<file path="src/rtl/acc_probe_target.sv">
module acc_probe_target #(
  parameter int ADDR_W = 12
) (
  input  logic              clk,
  input  logic              rst_n,
  input  logic              bus_sel,
  input  logic              bus_we,
  input  logic [ADDR_W-1:0] bus_addr,
  input  logic [3:0]        bus_be,
  input  logic [31:0]       bus_wdata,
  output logic [31:0]       bus_rdata
);

  localparam int WA = ADDR_W - 2;
  localparam logic [7:0] LAST_TEST = 8'd2;

  logic [7:0]  sel_q;
  logic [31:0] hits_q;
  logic [7:0]  t_width;
  logic [31:0] t_off, t_data, t_name;
  logic [WA-1:0] widx;

  assign widx = bus_addr[ADDR_W-1:2];

  always_comb begin
    t_width = '0;
    t_off   = '0;
    t_data  = '0;
    t_name  = '0;
    case (sel_q)
      8'd0: begin t_width = 8'd1; t_off = 32'h101; t_data = 32'h5A;       t_name = 32'h65747962; end
      8'd1: begin t_width = 8'd2; t_off = 32'h202; t_data = 32'hBEEF;     t_name = 32'h666c6168; end
      8'd2: begin t_width = 8'd4; t_off = 32'h304; t_data = 32'h1234ABCD; t_name = 32'h64726f77; end
      default: ;
    endcase
  end

  logic [3:0]  base_be, exp_be;
  logic [31:0] lane_data, be_bits;
  logic        sel_wr, hit, rd_req;

  assign base_be   = (t_width == 8'd1) ? 4'b0001 :
                     (t_width == 8'd2) ? 4'b0011 :
                     (t_width == 8'd4) ? 4'b1111 : 4'b0000;
  assign exp_be    = base_be << t_off[1:0];
  assign lane_data = t_data << {t_off[1:0], 3'b000};
  assign be_bits   = {{8{bus_be[3]}}, {8{bus_be[2]}}, {8{bus_be[1]}}, {8{bus_be[0]}}};

  assign rd_req = bus_sel && !bus_we;
  assign sel_wr = bus_sel && bus_we && (widx == '0) && bus_be[0];
  assign hit    = bus_sel && bus_we && (exp_be != 4'b0000)
               && (widx == t_off[ADDR_W-1:2])
               && (bus_be == exp_be)
               && ((bus_wdata & be_bits) == lane_data);

  always_ff @(posedge clk) begin
    if (!rst_n) begin
      sel_q  <= '0;
      hits_q <= '0;
    end else if (sel_wr) begin
      sel_q  <= bus_wdata[7:0];
      hits_q <= '0;
    end else if (hit) begin
      hits_q <= hits_q + 32'd1;
    end
  end

  logic [31:0] rd_word;
  always_comb begin
    case (widx)
      WA'(0):  rd_word = {16'h0, t_width, 8'h0};
      WA'(1):  rd_word = t_off;
      WA'(2):  rd_word = t_data;
      WA'(3):  rd_word = hits_q;
      WA'(4):  rd_word = t_name;
      default: rd_word = '0;
    endcase
  end

  always_ff @(posedge clk) begin
    if (!rst_n)      bus_rdata <= '0;
    else if (rd_req) bus_rdata <= rd_word;
  end

  a_r5_clear_on_select: assert property (@(posedge clk) disable iff (!rst_n)
    sel_wr |=> hits_q == 32'd0);

  a_r6_count_step: assert property (@(posedge clk) disable iff (!rst_n)
    hit |=> hits_q == $past(hits_q) + 32'd1);

  a_r7_count_hold: assert property (@(posedge clk) disable iff (!rst_n)
    (!hit && !sel_wr) |=> $stable(hits_q));

  a_r3_unsupported: assert property (@(posedge clk) disable iff (!rst_n)
    (sel_q > LAST_TEST) |-> (t_width == 8'd0 && exp_be == 4'b0000));

  a_r9_rdata_hold: assert property (@(posedge clk) disable iff (!rst_n)
    !rd_req |=> $stable(bus_rdata));

  a_r9_beyond_zero: assert property (@(posedge clk) disable iff (!rst_n)
    (rd_req && widx >= WA'(8)) |=> bus_rdata == 32'd0);

endmodule

</file>
<file path="config.mk">
export PLATFORM = sky130hd
export DESIGN_NAME = acc_probe_target
export DESIGN_NICKNAME = d
export VERILOG_FILES = /design/src/rtl/acc_probe_target.sv
export SDC_FILE = /design/constraint.sdc
export NUM_CORES = 1
export LEC_CHECK = 0
export BUFFER_PORTS_ARGS = -buffer_cell sky130_fd_sc_hd__buf_2
export CAP_MARGIN = 20
export CORE_MARGIN = 8
export CORE_UTILIZATION = 56
export CTS_BUF_LIST = sky130_fd_sc_hd__clkbuf_4 sky130_fd_sc_hd__clkbuf_8
export CTS_CLUSTER_SIZE = 20
export DETAILED_ROUTE_END_ITERATION = 10
export GPL_TIMING_DRIVEN = 0
export PLACE_DENSITY_LB_ADDON = 0.08
export SYNTH_ARGS = -nofsm -noshare
export SYNTH_HDL_FRONTEND = slang
export SYNTH_SLANG_ARGS = --single-unit
</file>
<file path="constraint.sdc">
create_clock -name clk -period 3.6 [get_ports clk]
set_input_delay 0.72 -clock clk [delete_from_list [all_inputs] [get_ports clk]]
set_output_delay 0.72 -clock clk [all_outputs]
set_load 0.01 [all_outputs]
</file>
==> results of run 1 <==
-- placed cells by master, fill, tap and decap left out, drive strengths merged, types with 2 or more instances in the layout --
cell type,netlist,layout
clkinvlp,0,3
o31ai,16,16
or4b,2,2
nand2b,3,3
or3,15,15
a22oi,23,23
or2,2,2
o32ai,3,3
and2,8,8
o2111ai,2,2
o21a,2,2
o22a,2,2
clkinv,0,2
xnor2,2,2
nand3,10,10
buf,7,91
and3,6,6
or4,17,17
or3b,2,2
nor4,8,8
inv,17,18
mux2i,10,10
nor2b,5,5
nand2,41,41
nand4,14,14
a21oi,55,55
clkbuf,21,31
nand4b,5,5
dfxtp,72,72
a31oi,11,11
nor3,6,6
o21ai,30,30
nor2,37,37
-- worst reg2reg max path: cells and delay by family (launching register included) --
family                 cells  cell delay [ns]
and+or+nand+nor            5             2.18
buffers and inverters      3             0.50
DFF                        1             0.30
muxes                      1             0.16
AOI/OAI and AO/OA          1             0.14
-- power by group --
group | internal, mW | switching (mW) | total (mW)
Clock | 0.260 | 0.324 | 0.584
Combinational | 0.0371 | 0.0608 | 0.0979
Sequential | 0.795 | 0.00000894 | 0.796
Total | 1.09 | 0.385 | 1.48
-- registers in the layout, summed over array words and instances, names as in the netlist --
| register | flops |
|---|---|
| hits_q | 32 |
| bus_rdata | 32 |
| sel_q | 8 |
-- metrics by stage --
| step | setup TNS, ns | power, mW | area [um^2] | hold WS [ns] | util |
|---|---|---|---|---|---|
| final | 0 | 1.477 | 4519 | 0.4908 | 0.6764 |
| after global routing | 0 | 1.522 | 4519 | 0.5116 | 0.6764 |
| after CTS | 0 | 1.476 | 4492 | 0.4872 | 0.6723 |
| after detailed placement | -0.2705 | 0.9096 | 4315 | 0.4749 | 0.6459 |
| after global placement | -0.04917 | 0.9079 | 4315 | 0.4558 | 0.6459 |
| after floorplan | 0 | 0.8574 | 3815 | 0.4516 | - |
-- cells by family after synthesis --
logic type,share of synthesized area
AO/OA/AOI/OAI,0.2552
multiplexers,0.02624
AND/OR/NAND/NOR,0.2798
buffers and inverters,0.04821
XOR/XNOR,0.006889
flip-flops,0.3778
adder cells (fa/ha/maj),0.005903
-- path summary, 6_finish.rpt --
path	from	endpoint	slack (ns)	cells after the start
worst max-delay path	sel_q[1]	hits_q[8]	0.25	10
worst min-delay path	bus_rdata[20]	bus_rdata[20]	0.49	2
worst max register to register	sel_q[1]	hits_q[8]	0.25	10
worst min register to register	bus_rdata[20]	bus_rdata[20]	0.49	2
-- per-layer routing --
metal / vias to the layer above / wire, um
met4: 0 / 234
met2: 181 / 5752
li1: 2002 / -
met1: 1989 / 5052
met3: 27 / 1001
met5: - / 0
-- final cells by class --
class | instances | area, um^2 | share of cell area
Multi-Input combinational cell | 360 | 2190 | 0.4845
Sequential cell | 72 | 1441 | 0.3189
Timing Repair Buffer | 84 | 427.9 | 0.09468
Clock buffer | 10 | 131.4 | 0.02907
Buffer | 28 | 120.1 | 0.02658
Tap cell | 80 | 100.1 | 0.02215
Inverter | 17 | 63.81 | 0.01412
Clock inverter | 6 | 45.04 | 0.009967
==> impl_results.md, run 1 <==
* Status: completed
* Starting Density at 0.5710
* Fmax at 298.5 MHz
* First-pass GRT wire length at 19.35 mm
* Fin crit period at 3.350 ns
* Longest Clk Path Bufs at 2
* Worst-Margin Slew at 0.8531 ns
* Area Growth Syn to Fin at 18.46%
* Ant. Diodes at 0
* Fraction of layout cells with a size suffix above 1 at 0.2028
* Ys Warns at 0
* Mapped Nets at 530
* Setup Skew at 0.01179 ns
* Post-DRT Antenna Nets at 0
* Routability congestion estimate at 0.9026
* Starting DRT DRC Count at 282
* Crit path DAT at 3.63 ns
* Part of the Yosys area used for sequential elements at 0.3778
* Row Count at 30
* Count of cell types in the netlist at 62
* DR vias/cell at 6.391
* CP bufs+invs at 3
* Grt met1 use at 0.3036
* CTS clk-pin slew, worst paths at 0.08 ns
* Critical path's slowest cell: or4_1
* Clock root cell: clkbuf_8
* Data required time at the worst endpoint at 3.88 ns
* Final nets at 625
* Inst Count DP at 637
* Seq cells post-synth at 72
* Period utilization at 0.9306
* Startpoint types: register
* Final Non-Filler Cells at 657
* Fillers at 613
* Final Slew Violations at 0
* Met3 Resource Use GR at 0.05567
* Slew margin rel. at 0.4260
* DR vias at 4199
* Critical path's top delay family: simple AND/OR/NAND/NOR gates
* WL/cell at 18.32 um
* Max rail drop VDD at 0.0001945 V
* # resized after CTS at 0
* TritonCTS clock tree: done
* Max cap viols at 0
* GRT Util Overall at 0.2459
* Worst-path cell chain: buf_2, or4b_1, or2_1, clkbuf_1, mux2i_1, or4_1, or4_4, buf_6, or3_1, a21oi_1
* Detailed Routing Iterations Pass 1 at 5
* Initial antenna violation count at 0
* Mean Syn Cell Area at 7.998 um^2
* Core area at 0.006681 mm^2
* H-Tree Depth at 3
* IO Count at 84
* Post-synth top area share at 0.3778
* Setup crit end kind: register
* Num CTS Buffers at 9
* Leakage power at 1.663 nW
* Hold_buf cts at 0
* Top cells by count, synth: 72 x dfxtp_1, 55 x a21oi_1, 41 x nand2_1
* Critical path fanouts, max at 10
* Post-synthesis async set-or-reset flop share at 0
* Synth top area cells: dfxtp_1 38%, a21oi_1 7.2%, a22oi_1 4.5%
* Die area at 0.009709 mm^2
* Post-synth EDFFs at 0
* Number of port buffers at 80
* Clock sink count at 72
* Prevailing post-synth register cell: dfxtp_1
* Met2 usage at 0.4008
* P per Cell Area at 326.9 mW/mm^2
* RSZ-0062 raised after global routing: no
* Final setup fails at 0
* Post CTS Setup Buffer Count at 0
* Path type of the worst min-delay path: register to register
* Crit Path Class: register to register
* Congestion Overflow GR at 0
* Busiest layer in global routing: met2
* Pre-CTS setup slack at -0.05439 ns
* Vias in the first global route at 3922
* Routed WL at 12.04 mm
* Synth area leader: dfxtp_1
* CP max stage delay at 0.58 ns
* Top-count cell post-synth: dfxtp_1
* # DRC at 0
* Hold Fails Final Rpt at 0
* Die height at 98.54 um
* Setup slack after layout at 0.2500 ns
* Area of the mapped netlist at 0.003815 mm^2
* Clock Latency Late Sink at 0.36 ns
* Largest net degree at the start of global routing at 14
* Synth Instances at 477
* Post-DP HPWL at 9.191 mm
* Die Wd at 98.54 um
(Power assumes the default switching activity.)
==> inputs of run 2 (changes only) <==
--- a/config.mk
+++ b/config.mk
@@ -13,6 +13,7 @@
 export CTS_CLUSTER_SIZE = 20
 export DETAILED_ROUTE_END_ITERATION = 10
 export GPL_TIMING_DRIVEN = 0
+export MAX_ROUTING_LAYER = met4
 export PLACE_DENSITY_LB_ADDON = 0.08
 export SYNTH_ARGS = -nofsm -noshare
 export SYNTH_HDL_FRONTEND = slang
==> run 2 against run 1 <==
  * Cell count unchanged
  * Sequential power about the same
  * Global-route usage increased by 0.85 points
  * Via count increased by 0.43%
  * Worst hold slack got worse by 0.0052 ns
  * Final area increased by 0.53%
  * Critical path type unchanged
==> impl_results.md, run 2 (synthesis results as in run 1) <==
* Max cap viols at 0 (unchanged)
* Starting DRT DRC Count at 360 (+28%)
* Fraction of layout cells with a size suffix above 1 at 0.2028 (unchanged)
* Slew margin rel. at 0.3670 (-0.05896)
* Initial antenna violation count at 0 (unchanged)
* Final setup fails at 0 (unchanged)
* Setup crit end kind: register
* Leakage power at 1.680 nW (+1.0%)
* Path type of the worst min-delay path: register to register
* Post CTS Setup Buffer Count at 0 (unchanged)
* First-pass GRT wire length at 19.39 mm (+0.22%)
* Critical path fanouts, max at 10 (unchanged)
* TritonCTS clock tree: done
* Core area at 0.006681 mm^2 (unchanged)
* Detailed Routing Iterations Pass 1 at 5 (unchanged)
* Hold Fails Final Rpt at 0 (unchanged)
* Startpoint types: register
* Hold_buf cts at 0 (unchanged)
* Fmax at 293.9 MHz (-1.6%)
* Starting Density at 0.5710 (unchanged)
* Die area at 0.009709 mm^2 (unchanged)
* DR vias/cell at 6.419 (+0.43%)
* Die Wd at 98.54 um (unchanged)
* Inst Count DP at 637 (unchanged)
* H-Tree Depth at 3 (unchanged)
* Final Non-Filler Cells at 657 (unchanged)
* Clock Latency Late Sink at 0.35 ns (about the same)
* Clock sink count at 72 (unchanged)
* CTS clk-pin slew, worst paths at 0.08 ns (about the same)
* Most frequent cells in the layout: 86 x buf_2, 72 x dfxtp_1, 55 x a21oi_1
* Setup Skew at 0.01025 ns (-0.001540 ns)
* Die height at 98.54 um (unchanged)
* Dpl cell area at 0.004315 mm^2 (unchanged)
* Max rail drop VDD at 0.0002944 V (+51%)
* Post-DP HPWL at 9.143 mm (-0.53%)
* # DRC at 0 (unchanged)
* Num CTS Buffers at 9 (unchanged)
* Longest Clk Path Bufs at 2 (unchanged)
* Area Growth Syn to Fin at 19.09%
* DR vias at 4217 (+0.43%)
* Worst-Margin Slew at 0.9408 ns (+0.08763 ns)
* Row Count at 30 (unchanged)
* # resized after CTS at 0 (unchanged)
* Status: completed
* Fin crit period at 3.403 ns (+0.05302 ns)
* Post-DRT Antenna Nets at 0 (unchanged)
* Routed WL at 12.19 mm (+1.2%)
* Final Slew Violations at 0 (unchanged)
* Data required time at the worst endpoint at 3.83 ns (-0.05 ns)
* IO Count at 84 (unchanged)
* Clock root cell: clkbuf_8
* Ant. Diodes at 0 (unchanged)
* RSZ-0062 raised after global routing: no
* P per Cell Area at 338.9 mW/mm^2 (+3.7%)
* Final nets at 625 (unchanged)
* Biggest regs: bus_rdata x32, hits_q x32, sel_q x8
* Period utilization at 0.9453 (+0.01473)
* Routability congestion estimate at 0.9261 (+2.6%)
* Post-Layout Inst Area at 0.004543 mm^2 (+0.53%)
* Number of port buffers at 80 (unchanged)
* Crit path DAT at 3.63 ns (about the same)
* Congestion Overflow GR at 0 (unchanged)
* WL/cell at 18.55 um (+1.2%)
* Largest net degree at the start of global routing at 14 (unchanged)
* Commonest non-fill, non-tap cell in the layout: buf_2
* Vias in the first global route at 3916 (-0.15%)
* GRT Util Overall at 0.2543 (+0.008487)
* Crit Path Class: register to register
==> run 2: per-stage QoR <==
stage / worst slack (ns) / utilization / power [mW] / TNS [ns] / hold WS (ns)
final: 0.1970 / 0.6800 / 1.540 / 0 / 0.4857
after global routing: 0.03757 / 0.6800 / 1.588 / 0 / 0.4909
after CTS: 0.06009 / 0.6758 / 1.543 / 0 / 0.4860
after detailed placement: -0.08213 / 0.6459 / 0.9102 / -0.5843 / 0.4699
after global placement: -0.02478 / 0.6459 / 0.9082 / -0.1416 / 0.4559
after floorplan: 0.4781 / - / 0.8574 / 0 / 0.4516
==> run 2: worst max-delay path, cell delays in order, from the launching register on <==
cell and delay [ns]:
dfxtp_1 0.30, buf_2 0.16, or4b_1 0.57, or2_1 0.24
clkbuf_1 0.19, mux2i_1 0.17, nor4_1 0.57, nand4_1 0.15
buf_4 0.20, buf_2 0.18, buf_2 0.21, o31ai_1 0.26
a21oi_1 0.10
==> run 2: worst paths after layout <==
path                              startpoint           end  slack (ns)  cells after the start
worst max register to register      sel_q[1]    hits_q[22]        0.20                     12
worst min register to register  bus_rdata[2]  bus_rdata[2]        0.49                      2
worst min-delay path            bus_rdata[2]  bus_rdata[2]        0.49                      2
worst max-delay path                sel_q[1]    hits_q[22]        0.20                     12
==> run 2: power breakdown <==
part	total (mW)	leakage (nW)	internal, mW	switching, mW
combinational	0.0982	1.00	0.0371	0.0611
sequential	0.796	0.580	0.796	0.00000916
clock	0.646	0.100	0.331	0.315
==> run 2: layer usage <==
layer	track usage	up-vias	wire, um
li1	-	1998	-
met1	0.3046	1999	5048
met2	0.4155	199	5956
met3	0.05144	21	992
met4	0.08855	0	191
met5	-	-	0
==> run 2: final cells by class <==
type / instances / area, um^2
clock inverters: 6 / 68.82
multi-input cells: 360 / 2190
well taps: 80 / 100.1
flip-flops and latches: 72 / 1441
repair buffers: 84 / 427.9
inverters: 17 / 63.81
fillers: 583 / 2138
clock buffers: 10 / 131.4
plain buffers: 28 / 120.1
